--- config.mk ---
export PLATFORM = sky130hd
export DESIGN_NAME = polinv_array
export DESIGN_NICKNAME = d
export VERILOG_FILES = /design/src/rtl/polinv_pkg.sv /design/src/rtl/polinv_lane_det.sv /design/src/rtl/polinv_lane_fix.sv /design/src/rtl/polinv_array.sv
export SDC_FILE = /design/constraint.sdc
export NUM_CORES = 1
export LEC_CHECK = 0
export ABC_AREA = 1
export BUFFER_PORTS_ARGS = -buffer_cell sky130_fd_sc_hd__clkbuf_2
export CAP_MARGIN = 20
export CORE_ASPECT_RATIO = 1.2
export CORE_UTILIZATION = 45
export CTS_BUF_LIST = sky130_fd_sc_hd__clkbuf_16
export CTS_CLUSTER_SIZE = 10
export DETAILED_ROUTE_END_ITERATION = 10
export PLACE_DENSITY = 0.69
export REMOVE_ABC_BUFFERS = 1
export SETUP_SLACK_MARGIN = 0.02
export SYNTH_ARGS = -nofsm -noshare
export SYNTH_HDL_FRONTEND = slang
export SYNTH_SLANG_ARGS = --single-unit
--- constraint.sdc ---
create_clock -name clk -period 3.7 [get_ports clk]
set_clock_uncertainty 0.1 [all_clocks]
set_input_delay 1.11 -clock clk [delete_from_list [all_inputs] [get_ports clk]]
set_output_delay 1.11 -clock clk [all_outputs]
set_load 0.01 [all_outputs]
--- src/rtl/polinv_pkg.sv ---
package polinv_pkg;
    localparam int SYM_W = 8;
    localparam logic [SYM_W-1:0] COM_SYM    = 8'hBC;
    localparam logic [SYM_W-1:0] TS1_ID     = 8'h4A;
    localparam logic [SYM_W-1:0] TS2_ID     = 8'h45;
    localparam logic [SYM_W-1:0] TS1_ID_INV = ~TS1_ID;
    localparam logic [SYM_W-1:0] TS2_ID_INV = ~TS2_ID;

    typedef enum logic [1:0] {
        ST_HUNT,
        ST_HEAD,
        ST_IDS,
        ST_SKIP
    } det_state_e;
endpackage

--- src/rtl/polinv_lane_det.sv ---
module polinv_lane_det
    import polinv_pkg::*;
#(
    parameter int SET_LEN  = 16,
    parameter int ID_START = 6
) (
    input  logic             clk,
    input  logic             rst_n,
    input  logic             lane_rst,
    input  logic             train_active,
    input  logic             sym_vld,
    input  logic             sym_is_k,
    input  logic [SYM_W-1:0] sym_data,
    output logic             inv_flag
);
    localparam int CW = $clog2(SET_LEN + 1);
    localparam logic [CW-1:0] LAST_POS = CW'(SET_LEN - 1);
    localparam logic [CW-1:0] HEAD_END = CW'(ID_START - 1);
    localparam logic [CW-1:0] ID_FIRST = CW'(ID_START);
    localparam det_state_e AFTER_COM = (ID_START == 1) ? ST_IDS : ST_HEAD;

    det_state_e    state, state_nx;
    logic [CW-1:0] pos, pos_nx;
    logic          kind, kind_nx;
    logic          set_now;
    logic          is_com, id_hit, id_kind;

    always_comb begin
        is_com   = sym_is_k && (sym_data == COM_SYM);
        id_hit   = !sym_is_k && ((sym_data == TS1_ID_INV) || (sym_data == TS2_ID_INV));
        id_kind  = (sym_data == TS2_ID_INV);
        state_nx = state;
        pos_nx   = pos;
        kind_nx  = kind;
        set_now  = 1'b0;
        if (!train_active) begin
            state_nx = ST_HUNT;                      // TRAIN_OFF
            pos_nx   = '0;
        end else if (sym_vld) begin
            if (is_com) begin
                state_nx = AFTER_COM;                // COM_SEEN
                pos_nx   = CW'(1);
            end else begin
                unique case (state)
                    ST_HUNT, ST_SKIP: begin
                        state_nx = state;
                    end
                    ST_HEAD: begin
                        pos_nx = pos + CW'(1);
                        if (pos == HEAD_END) state_nx = ST_IDS;   // HEAD_DONE
                    end
                    ST_IDS: begin
                        if (!id_hit || ((pos != ID_FIRST) && (id_kind != kind))) begin
                            state_nx = ST_SKIP;      // ID_MISS
                        end else begin
                            kind_nx = id_kind;
                            pos_nx  = pos + CW'(1);
                            if (pos == LAST_POS) begin
                                set_now  = 1'b1;     // SET_DONE
                                state_nx = ST_HUNT;
                            end
                        end
                    end
                    default: state_nx = ST_HUNT;
                endcase
            end
        end
    end

    // state register
    always_ff @(posedge clk or negedge rst_n) begin
        if (!rst_n) begin
            state <= ST_HUNT;
            pos   <= '0;
            kind  <= 1'b0;
        end else if (lane_rst) begin
            state <= ST_HUNT;
            pos   <= '0;
            kind  <= 1'b0;
        end else begin
            state <= state_nx;
            pos   <= pos_nx;
            kind  <= kind_nx;
        end
    end

    // output: sticky invert flag
    always_ff @(posedge clk or negedge rst_n) begin
        if (!rst_n)        inv_flag <= 1'b0;
        else if (lane_rst) inv_flag <= 1'b0;
        else if (set_now)  inv_flag <= 1'b1;
    end
endmodule

--- src/rtl/polinv_lane_fix.sv ---
module polinv_lane_fix
    import polinv_pkg::*;
(
    input  logic             clk,
    input  logic             rst_n,
    input  logic             inv_flag,
    input  logic             sym_vld,
    input  logic             sym_is_k,
    input  logic [SYM_W-1:0] sym_data,
    output logic             out_vld,
    output logic             out_is_k,
    output logic [SYM_W-1:0] out_data
);
    always_ff @(posedge clk or negedge rst_n) begin
        if (!rst_n) begin
            out_vld  <= 1'b0;
            out_is_k <= 1'b0;
            out_data <= '0;
        end else begin
            out_vld <= sym_vld;
            if (sym_vld) begin
                out_is_k <= sym_is_k;
                out_data <= sym_is_k ? sym_data : (sym_data ^ {SYM_W{inv_flag}});
            end
        end
    end
endmodule

--- src/rtl/polinv_array.sv ---
module polinv_array
    import polinv_pkg::*;
#(
    parameter int LANES    = 4,
    parameter int SET_LEN  = 16,
    parameter int ID_START = 6
) (
    input  logic                   clk,
    input  logic                   rst_n,
    input  logic [LANES-1:0]       lane_rst,
    input  logic                   train_active,
    input  logic [LANES-1:0]       sym_vld,
    input  logic [LANES-1:0]       sym_is_k,
    input  logic [LANES*SYM_W-1:0] sym_data,
    output logic [LANES-1:0]       out_vld,
    output logic [LANES-1:0]       out_is_k,
    output logic [LANES*SYM_W-1:0] out_data,
    output logic [LANES-1:0]       inv_flag
);
    for (genvar g = 0; g < LANES; g++) begin : g_lane
        polinv_lane_det #(
            .SET_LEN (SET_LEN),
            .ID_START(ID_START)
        ) u_det (
            .clk         (clk),
            .rst_n       (rst_n),
            .lane_rst    (lane_rst[g]),
            .train_active(train_active),
            .sym_vld     (sym_vld[g]),
            .sym_is_k    (sym_is_k[g]),
            .sym_data    (sym_data[g*SYM_W +: SYM_W]),
            .inv_flag    (inv_flag[g])
        );

        polinv_lane_fix u_fix (
            .clk     (clk),
            .rst_n   (rst_n),
            .inv_flag(inv_flag[g]),
            .sym_vld (sym_vld[g]),
            .sym_is_k(sym_is_k[g]),
            .sym_data(sym_data[g*SYM_W +: SYM_W]),
            .out_vld (out_vld[g]),
            .out_is_k(out_is_k[g]),
            .out_data(out_data[g*SYM_W +: SYM_W])
        );
    end
endmodule

==> flow_summary.json, run 1 <==
{
  "status": "complete, no violations",
  "syn_area_per_cell_um2": 7.86,
  "synthCells": 603,
  "cts_max_path_buffers": 2,
  "antenna_left": 0,
  "synth-seq-cells": 76,
  "cp.arrival_ns": 2.33,
  "power.leakage_uw": 0.00270,
  "grt_first_pass_wirelength_mm": 16.6,
  "yosysUniqueCellTypes": 31,
  "finalSetupViolCount": 0,
  "seq_area_frac_synth_pct": 40.1,
  "firstDrtPassIters": 4,
  "fin_tns_setup_ns": 0,
  "htree_levels": 3,
  "cts_tree": "yes",
  "grt_max_degree": 77,
  "cts_made_buffers": 9,
  "synth_warnings": 0,
  "worstMarginPinSlew_ns": 0.981,
  "rows": 40,
  "finalCriticalPeriod_ns": 2.21,
  "grt_use_total_pct": 19.2,
  "vias": 4003,
  "final_common_cell": "nand2_1",
  "rsz0062_at_grt": "no",
  "clkSinkCount": 76,
  "period_share_pct": 59.6,
  "r2r.worst_path.cells": 10,
  "via_per_inst": 4.90,
  "antennaDiodeCount": 0,
  "detailed_place_hpwl_mm": 7.26,
  "clk_latency_ns": 0.34,
  "die-area_um2": 11000,
  "holdBufCountCts": 0,
  "grt_pass1_vias": 3838,
  "peakVddDrop_mv": 0.200,
  "slew_headroom_pct": 34.6,
  "cp.required_ns": 3.82,
  "grt_overflow": 0,
  "fmax_mhz": 453,
  "start_util_pct": 46.9,
  "routed_wl_mm": 9.73,
  "cpPeakStageDelay_ns": 0.20,
  "place.gp.congestion": 0.867,
  "maxCapViolCount": 0,
  "area_growth_pct": 17.0,
  "powerDensity_nw_per_um2": 390,
  "final_cell_mix": "152 x nand2_1, 89 x clkbuf_2, 76 x dfrtp_1",
  "port_buffers": 90,
  "die_y_um": 114,
  "die_w_um": 95.7,
  "report.final.slew_viol_count": 0,
  "drt-initial-drc-count": 153,
  "criticalPathCategory": "primary input to flop",
  "crit_path_end_kind": "flop",
  "start_kind": "primary input",
  "postCtsResizedCells": 0,
  "cpMaxStageDelayCell": "nand3_1",
  "clockRootBuffer": "clkbuf_16",
  "worstPathMaxFanout": 5,
  "hold_viol": 0,
  "hold_depth": 2,
  "wire_per_inst_um": 11.9,
  "layout.nets": 757,
  "drive_above_1_share_pct": 22.4,
  "clk_pin_slew_ns": 0.06,
  "core_um2": 10100,
  "remaining_drc_errors": 0,
  "io-pin-count": 91,
  "synth_area_um2": 4740,
  "fin_util_pct": 54.9,
  "hp-class": "flop to flop",
  "post_cts_buffers": 0,
  "path_cells": "clkbuf_2, inv_1, nand2_1, nor2_2, nand3_1, nand2_1, nand2_1, nand2_1, nand3_1, nand2_1, o21ai_1",
  "crit_top_cell": "nand2_1",
  "grt_antenna_before_repair": 0
}
## through the flow
step | std cells | hold WS, ns | instance area (µm²) | worst slack, ns | power [µW]
3_3_place_gp | 801 | 0.365 | 5240 | 1.28 | 1230
5_1_grt | 817 | 0.406 | 5550 | 1.36 | 2280
2_1_floorplan | 585 | 0.359 | 4620 | 1.55 | 1110
4_1_cts | 817 | 0.387 | 5550 | 1.51 | 2190
3_5_place_dp | 801 | 0.372 | 5240 | 1.21 | 1240
6_report | 817 | 0.379 | 5550 | 1.49 | 2160
## power by group
part,total [µW],switching [µW],internal (µW),leakage [µW]
clock,938,350,588,0.000153
sequential,921,36.7,884,0.000979
combinational,305,193,112,0.00156
## registers in the layout, summed over array words and instances (netlist names)
| name | cells |
|---|---|
| g_lane.u_fix.out_is_k | 4 |
| g_lane.u_fix.out_vld | 4 |
| g_lane.u_det.state | 8 |
| g_lane.u_fix.out_data | 32 |
| g_lane.u_det.kind | 4 |
| g_lane.u_det.inv_flag | 4 |
| g_lane.u_det.pos | 20 |
## path summary, 6_finish.rpt
path | end | slack, ns | startpoint
worst max-delay path | g_lane[0].u_det.state[0] | 1.49 | sym_data[6]
worst min-delay path | g_lane[2].u_fix.out_data[1] | 0.38 | g_lane[2].u_fix.out_data[1]
worst max register to register | g_lane[3].u_det.state[0] | 1.93 | g_lane[3].u_det.pos[0]
worst min register to register | g_lane[2].u_fix.out_data[1] | 0.38 | g_lane[2].u_fix.out_data[1]
max in group asynchronous | g_lane[1].u_fix.out_data[5] | 2.03 | rst_n
min in group asynchronous | g_lane[3].u_fix.out_data[2] | 0.78 | rst_n
## Yosys cell counts
| master | instances | area share [%] |
|---|---|---|
| nand2_1 | 152 | 12 |
| dfrtp_1 | 76 | 40 |
| inv_1 | 71 | 5.6 |
| o21ai_0 | 44 | 4.6 |
| xor2_1 | 37 | 6.8 |
| nand3_1 | 35 | 3.7 |
| nor2_1 | 34 | 2.7 |
| o21ai_1 | 25 | 2.6 |
| ha_1 | 24 | 6.3 |
| nand4_1 | 17 | 2.2 |
| buf_4 | 13 | 2.1 |
| nor2_2 | 10 | 1.3 |
| or2_2 | 10 | 1.3 |
| nand2_2 | 8 | 1.1 |
| nand3_2 | 8 | 1.7 |
| a21oi_1 | 6 | 0.63 |
| nor2_4 | 6 | 1.4 |
| clkbuf_1 | 4 | 0.32 |
| nor3_1 | 4 | 0.42 |
| inv_2 | 3 | 0.24 |
| nand2_4 | 3 | 0.71 |
| clkinv_1 | 2 | 0.16 |
| nor3b_1 | 2 | 0.32 |
| o22ai_1 | 2 | 0.26 |
| a21oi_2 | 1 | 0.18 |
| a21oi_4 | 1 | 0.34 |
| buf_2 | 1 | 0.11 |
| nand3b_1 | 1 | 0.16 |
| o21bai_1 | 1 | 0.16 |
| o31ai_1 | 1 | 0.16 |
| or2_0 | 1 | 0.13 |
## cell type report
type	instances	area (µm²)
Clock buffer	9	225
Clock inverter	7	90.1
Fill cell	961	4560
Inverter	76	285
Multi-Input combinational cell	433	2440
Sequential cell	76	1900
Tap cell	126	158
Timing Repair Buffer	90	453
## metal layers
layer	wire length (µm)	part of all wire (%)	track usage, %
met4	137	1.4	7.06
met1	4370	45	23.7
met2	4810	49	32.3
met5	0	0	0
met3	414	4.3	4.45
## cell families after synthesis
kind of cell	synth area share [%]
AOI/OAI and AO/OA	9.02
xor gates and xnor gates	6.83
adders and majority gates	6.33
buffers and inverters	8.50
DFF	40.1
and+or+nand+nor	29.2
## worst max-delay path, delay by kind of cell
family / cells / cell delay (ns)
buf+inv: 2 / 0.15
compound gates: 1 / 0.06
simple gates: 8 / 1.00
No activity file was read; power rests on OpenSTA's default activity.
==> run 2: changes to the inputs <==
- clock period: 3.7 -> 2.1 ns (I/O delays scaled with it)
==> run 2 against run 1 <==
Effect of this change:
- critical path type is now flop to flop
- first-iteration DRC count is 14% lower
- via count rose by 2.2%
- largest cell class unchanged
- hold slack got worse by 0.28 ns
- final cell count increased by 0.24%
- count of clock-buffer cells in the layout stayed put
- register-to-register slack lost 1.6 ns
- global-route usage grew 0.37 points
- clock power rose by 42%
- largest power group is now sequential cells
- core utilization down 0.28 points
- flip-flop and latch count did not move
- total power rose by 62%
==> flow_summary.json, run 2 (synthesis results as in run 1) <==
{
  "status": "complete, no violations",
  "crit-reg2reg-launch": "g_lane[3].u_det.pos[0]",
  "worstPathMaxFanout": 5,
  "fin_tns_setup_ns": 0,
  "cp.required_ns": 2.22,
  "via_per_inst": 5.00,
  "drt-initial-drc-count": 131,
  "grt_first_pass_wirelength_mm": 17.1,
  "cts_max_path_buffers": 2,
  "clk_latency_ns": 0.33,
  "period_share_pct": 84.3,
  "finalInstanceArea_um2": 5520,
  "power.leakage_uw": 0.00270,
  "die_y_um": 114,
  "crit_family": "simple AND/OR/NAND/NOR gates",
  "final_cell_mix": "152 x nand2_1, 89 x clkbuf_2, 76 x dfrtp_1",
  "clkSinkCount": 76,
  "r2r_end": "g_lane[3].u_det.state[0]",
  "area_growth_pct": 16.4,
  "holdBufCountCts": 0,
  "io-pin-count": 91,
  "die-area_um2": 11000,
  "cpMaxStageDelayCell": "dfrtp_1",
  "top_register": "g_lane.u_fix.out_data",
  "drive_above_1_share_pct": 22.4,
  "p_int_uw": 2540,
  "routed_wl_mm": 9.84,
  "die_w_um": 95.7,
  "core_um2": 10100,
  "firstDrtPassIters": 4,
  "finalSetupViolCount": 0,
  "grt_use_total_pct": 19.5,
  "antennaDiodeCount": 0,
  "antenna_left": 0,
  "grt_max_degree": 37,
  "placed_area_um2": 5270,
  "start_kind": "flop",
  "htree_levels": 3,
  "r2r_slack_ns": 0.33,
  "path_buf_inv": 1,
  "p_clk_share_pct": 38.0,
  "rsz0062_at_grt": "no",
  "cts_made_buffers": 9,
  "cts_tree": "yes",
  "hold_viol": 0,
  "report.final.slew_viol_count": 0,
  "clockRootBuffer": "clkbuf_16",
  "grt_antenna_before_repair": 0,
  "post_cts_buffers": 0,
  "peakVddDrop_mv": 0.364,
  "hp-class": "primary input to asynchronous set/reset pin",
  "crit_path_end_kind": "flop",
  "pwr-share-comb_pct": 15.6,
  "vias": 4092,
  "maxCapViolCount": 0,
  "criticalPathCategory": "flop to flop",
  "remaining_drc_errors": 0,
  "seq_area_um2": 1900,
  "detailed_place_hpwl_mm": 7.62,
  "grt_overflow": 0,
  "start_util_pct": 46.9,
  "top_regs": "g_lane.u_fix.out_data: 32 flops, g_lane.u_det.pos: 20 flops, g_lane.u_det.state: 8 flops",
  "fmax_mhz": 565,
  "multi_input_area_um2": 2440,
  "crit_top_cell": "nand2_1",
  "place.gp.congestion": 0.891,
  "powerDensity_nw_per_um2": 635,
  "grt_pass1_vias": 4011,
  "wire_per_inst_um": 12.0,
  "path_cells": "ha_1, nand2_1, nor2_1, ha_1, nor3_1, nand3_1, nand2_1, inv_1, nand3_1, nand2_1",
  "clk_pin_slew_ns": 0.05,
  "slew_headroom_pct": 69.5,
  "n_fill_cell": 944,
  "layout.nets": 760,
  "worstMarginPinSlew_ns": 0.457,
  "cp.arrival_ns": 1.89,
  "p_seq_share_pct": 46.4,
  "final_common_cell": "nand2_1",
  "largest_reg_flops": 32,
  "postCtsResizedCells": 0,
  "cpPeakStageDelay_ns": 0.43,
  "rows": 40,
  "switching_share_pct": 27.6,
  "power_switching_uw": 968,
  "critical_path_depth": 10,
  "finalCriticalPeriod_ns": 1.77,
  "r2r.worst_path.cells": 10,
  "port_buffers": 90
}
[run 2: cell count changes in the layout (fill, tap and decap cells not counted), sizes merged]
cell      delta
buf          +3
bufinv       -2
inv          +2
clkinvlp     -1
[run 2: power groups by stage]
| stage | Sequential, µW | Combinational, µW | Clock, µW |
|---|---|---|---|
| finish | 1620 | 548 | 1330 |
| floorplan | 1670 | 276 | 0 |
| detailed placement | 1650 | 552 | 0 |
| CTS | 1630 | 555 | 1370 |
| global route | 1640 | 627 | 1440 |
| global placement | 1650 | 536 | 0 |
[run 2: layout make-up]
cell class | count | share of cell area [%]
inverters | 76 | 5.17
clock buffers | 9 | 4.08
well taps | 126 | 2.86
flip-flops and latches | 76 | 34.4
repair buffers | 93 | 8.84
multi-input cells | 433 | 44.1
clock inverters | 6 | 0.476
[run 2: worst max-delay path by stage]
stage	from	end	slack, ns
after detailed placement	sym_data[6]	g_lane[0].u_det.pos[2]	0.11
after CTS	g_lane[3].u_det.pos[0]	g_lane[3].u_det.state[0]	0.35
final	g_lane[3].u_det.pos[0]	g_lane[3].u_det.state[0]	0.33
after global routing	g_lane[3].u_det.pos[0]	g_lane[3].u_det.state[0]	0.23
after floorplan	sym_data[18]	g_lane[2].u_det.state[0]	0.43
after global placement	sym_data[6]	g_lane[0].u_det.pos[3]	0.16
[run 2: per-stage QoR]
step | cells | power (µW) | hold slack [ns] | utilization, % | setup slack, ns
2_1_floorplan | 585 | 1950 | 0.234 | - | 0.427
3_3_place_gp | 804 | 2180 | 0.366 | 52.1 | 0.156
3_5_place_dp | 804 | 2200 | 0.372 | 52.1 | 0.111
4_1_cts | 819 | 3550 | 0.107 | 54.6 | 0.347
5_1_grt | 819 | 3700 | 0.117 | 54.6 | 0.227
6_report | 819 | 3500 | 0.101 | 54.6 | 0.330
[run 2: metal layers]
layer	vias to the layer above	track usage, %	share of wire [%]
met2	98	34.0	49
met5	-	0	0
li1	2083	-	-
met3	15	4.12	4.5
met4	0	7.36	1.7
met1	1896	23.4	45
[run 2: worst reg2reg max path: stages (launching register included)]
cell	delay [ns]
dfrtp_1	0.43
ha_1	0.23
nand2_1	0.08
nor2_1	0.05
ha_1	0.21
nor3_1	0.18
nand3_1	0.11
nand2_1	0.09
inv_1	0.06
nand3_1	0.06
nand2_1	0.05
==> run 3: changes to the inputs <==
- ABC_AREA: 1 -> 0
- PLACE_DENSITY: 0.69 -> 0.72
- clock period: 2.1 -> 1.6 ns (I/O delays scaled with it)
==> run 3 against run 2 <==
Effect of this change:
- the flow now finishes with violations (setup timing)
- die area shrank 1.9%
- worst setup slack lost 0.72 ns
- sequential power grew 28%
- combinational power grew 53%
- total power grew 41%
- non-clock buffer count grew 136
- critical path depth is the same
- via count grew 12%
- largest power group unchanged
- highest routed layer unchanged
==> flow_summary.json, run 3 <==
{
  "grt_first_pass_wirelength_mm": 22.0,
  "peakVddDrop_mv": 0.570,
  "synth_common_cells": "76 x dfrtp_1, 44 x a21oi_1, 40 x inv_1",
  "start_kind": "flop",
  "synth_area_leaders": "dfrtp_1 41%, ha_1 6.5%, xnor2_1 6.2%",
  "die_w_um": 94.8,
  "hold_viol": 0,
  "period_share_pct": 125,
  "finalInstanceArea_um2": 7150,
  "cp.arrival_ns": 2.13,
  "antennaDiodeCount": 0,
  "io-pin-count": 91,
  "synthCells": 481,
  "antenna_left": 0,
  "grt_pass1_vias": 4855,
  "fin_util_pct": 71.4,
  "die_y_um": 113,
  "core_um2": 10000,
  "port_buffers": 90,
  "clockRootBuffer": "clkbuf_16",
  "met2_usage_pct": 48.7,
  "synth_warnings": 0,
  "r2r_slack_ns": -0.39,
  "multi_input_area_um2": 3060,
  "power.leakage_uw": 0.00312,
  "clkSinkCount": 76,
  "synth_edf_count": 0,
  "powerDensity_nw_per_um2": 694,
  "fmax_mhz": 502,
  "grtUsageMet1_pct": 27.4,
  "rows": 40,
  "r2r.worst_path.cells": 10,
  "finalNonFillerCells": 826,
  "yosysTopAreaCell": "dfrtp_1",
  "htree_levels": 3,
  "seq_area_um2": 1900,
  "hp-class": "primary input to flop",
  "layout.nets": 766,
  "path_cells": "inv_1, ha_1, and4bb_2, buf_4, buf_6, o211ai_1, buf_4, buf_4, nor3_2, o21ba_2",
  "cp.required_ns": 1.74,
  "area_growth_pct": 53.7,
  "synth-seq-cells": 76,
  "power_switching_uw": 1330,
  "place.gp.congestion": 0.866,
  "placed_area_um2": 6010,
  "firstDrtPassIters": 5,
  "worstPathMaxFanout": 4,
  "detailed_place_hpwl_mm": 9.36,
  "crit-reg2reg-launch": "g_lane[2].u_det.pos[0]",
  "pwr-share-comb_pct": 16.9,
  "criticalPathCategory": "flop to flop",
  "switching_share_pct": 26.9,
  "status": "finished with violations",
  "grt_max_degree": 29,
  "grt_use_met3_pct": 5.38,
  "violations": "setup timing",
  "yosysMostFrequentCell": "dfrtp_1",
  "drt-initial-drc-count": 176,
  "cts_max_path_buffers": 2,
  "dpl.cell_count": 788,
  "routed_wl_mm": 14.0,
  "slew_headroom_pct": 72.9,
  "maxCapViolCount": 0,
  "wire_per_inst_um": 17.0,
  "vias": 4585,
  "crit_top_cell": "buf_4",
  "yosysUniqueCellTypes": 62,
  "top_register": "g_lane.u_fix.out_data",
  "hold_depth": 2,
  "largest_reg_flops": 32,
  "final_cell_mix": "123 x buf_4, 88 x clkbuf_2, 75 x dfrtp_1",
  "synth_area_um2": 4650,
  "grt_overflow": 0,
  "min_to": "g_lane[3].u_det.kind",
  "finalCriticalPeriod_ns": 1.99,
  "via_per_inst": 5.55,
  "crit_path_end_kind": "flop",
  "remaining_drc_errors": 0,
  "synthArstFlopShare_pct": 100,
  "path_buf_inv": 5,
  "worstMarginPinSlew_ns": 0.405,
  "crit_family": "buffers and inverters",
  "start_util_pct": 46.5,
  "yosysTopAreaCellShare_pct": 40.9,
  "p_clk_share_pct": 41.1,
  "grt_antenna_before_repair": 0,
  "cts_tree": "yes",
  "grt.busiest_layer": "met2",
  "final_common_cell": "buf_4",
  "report.final.slew_viol_count": 0,
  "power.total_uw": 4960,
  "n_fill_cell": 725,
  "die-area_um2": 10700,
  "fin_tns_setup_ns": -9.40,
  "clk_latency_ns": 0.35,
  "finalSetupViolCount": 35,
  "p_seq_share_pct": 42.0,
  "seq_area_frac_synth_pct": 40.9,
  "ys.flop_type": "dfrtp_1",
  "cpPeakStageDelay_ns": 0.34,
  "cpMaxStageDelayCell": "dfrtp_1",
  "min_from": "lane_rst[3]",
  "setup_ws_ns": -0.393,
  "rsz0062_at_grt": "yes",
  "syn_area_per_cell_um2": 9.67,
  "p_int_uw": 3620,
  "clk_pin_slew_ns": 0.06,
  "drive_above_1_share_pct": 50.1,
  "top_regs": "g_lane.u_fix.out_data: 32 flops, g_lane.u_det.pos: 20 flops, g_lane.u_det.state: 8 flops",
  "cts_made_buffers": 9,
  "r2r_end": "g_lane[2].u_det.inv_flag",
  "grt_use_total_pct": 26.6
}
run 3: changes by cell type in the layout (fill, tap and decap cells not counted), moves of 22 or more:
cell     previous run  this run
nand2_1           152        18
buf_4               3       123
inv_1              74        33
o21ai_0            44         4
xor2_1             37         1
xnor2_1             0        33
a21oi_1             6        36
nand3_1            35        10
o21ai_1            25         3
run 3: how the worst max path moves through the flow:
stage	cells past startpoint	end	startpoint	slack, ns
after floorplan	5	g_lane[3].u_det.kind	sym_data[24]	-0.47
after global placement	6	g_lane[2].u_det.pos[2]	sym_data[16]	-0.60
after detailed placement	6	g_lane[2].u_det.pos[1]	sym_data[16]	-0.70
after CTS	7	g_lane[2].u_det.pos[1]	g_lane[2].u_det.pos[0]	-0.32
after global routing	7	g_lane[2].u_det.pos[2]	g_lane[2].u_det.pos[0]	-0.45
final	10	g_lane[2].u_det.inv_flag	g_lane[2].u_det.pos[0]	-0.39
run 3: worst register-to-register path, cell delays in order, from the launching register on:
cell and delay [ns]:
dfrtp_1 0.34, inv_1 0.04, ha_1 0.18, and4bb_2 0.25
buf_4 0.14, buf_6 0.12, o211ai_1 0.23, buf_4 0.17
buf_4 0.10, nor3_2 0.03, o21ba_2 0.18
run 3: layout make-up:
cell class,instances,area share [%]
clock buffer,9,3.15
clock inverter,7,0.945
inverter,40,2.14
multi-input combinational,339,42.9
sequential,76,26.6
tap,126,2.21
timing repair buffer,229,22.1
run 3: layer usage:
metal	wire length, µm	up-vias	part of all wire (%)
met5	0	-	0
met4	616	0	4.4
met3	702	53	5.0
met2	7400	152	53
met1	5300	2222	38
li1	-	2158	-
run 3: metrics by stage:
| stage | hold WS (ns) | worst slack, ns |
|---|---|---|
| 2_1_floorplan | 0.0844 | -0.469 |
| 3_3_place_gp | 0.302 | -0.602 |
| 3_5_place_dp | 0.302 | -0.704 |
| 4_1_cts | 0.234 | -0.321 |
| 5_1_grt | 0.240 | -0.451 |
| 6_report | 0.240 | -0.393 |
run 3: kinds of logic after synthesis:
| logic type | Yosys count | synth area share, % |
|---|---|---|
| xor gates and xnor gates | 36 | 6.94 |
| DFF | 76 | 40.9 |
| muxes | 8 | 1.91 |
| adders and majority gates | 24 | 6.46 |
| and+or+nand+nor | 155 | 20.4 |
| AOI/OAI and AO/OA | 116 | 17.1 |
| buffers and inverters | 66 | 6.32 |
run 3: what timing repair did:
action | CTS | global route
hold endpoints to repair | 21 | 0
setup buffers | 19 | 10
hold buffers | 1 | 0
setup endpoints to repair | 36 | 36
pin swaps | 46 | 23
gates cloned | 0 | 0
gates resized for setup | 98 | 43
run 3: power by group through the flow:
stage	clock [µW]	combinational, µW	sequential (µW)
detailed placement	0	715	2110
global placement	0	691	2110
global route	2150	909	2090
CTS	2050	805	2080
finish	2040	838	2080
floorplan	0	207	2150
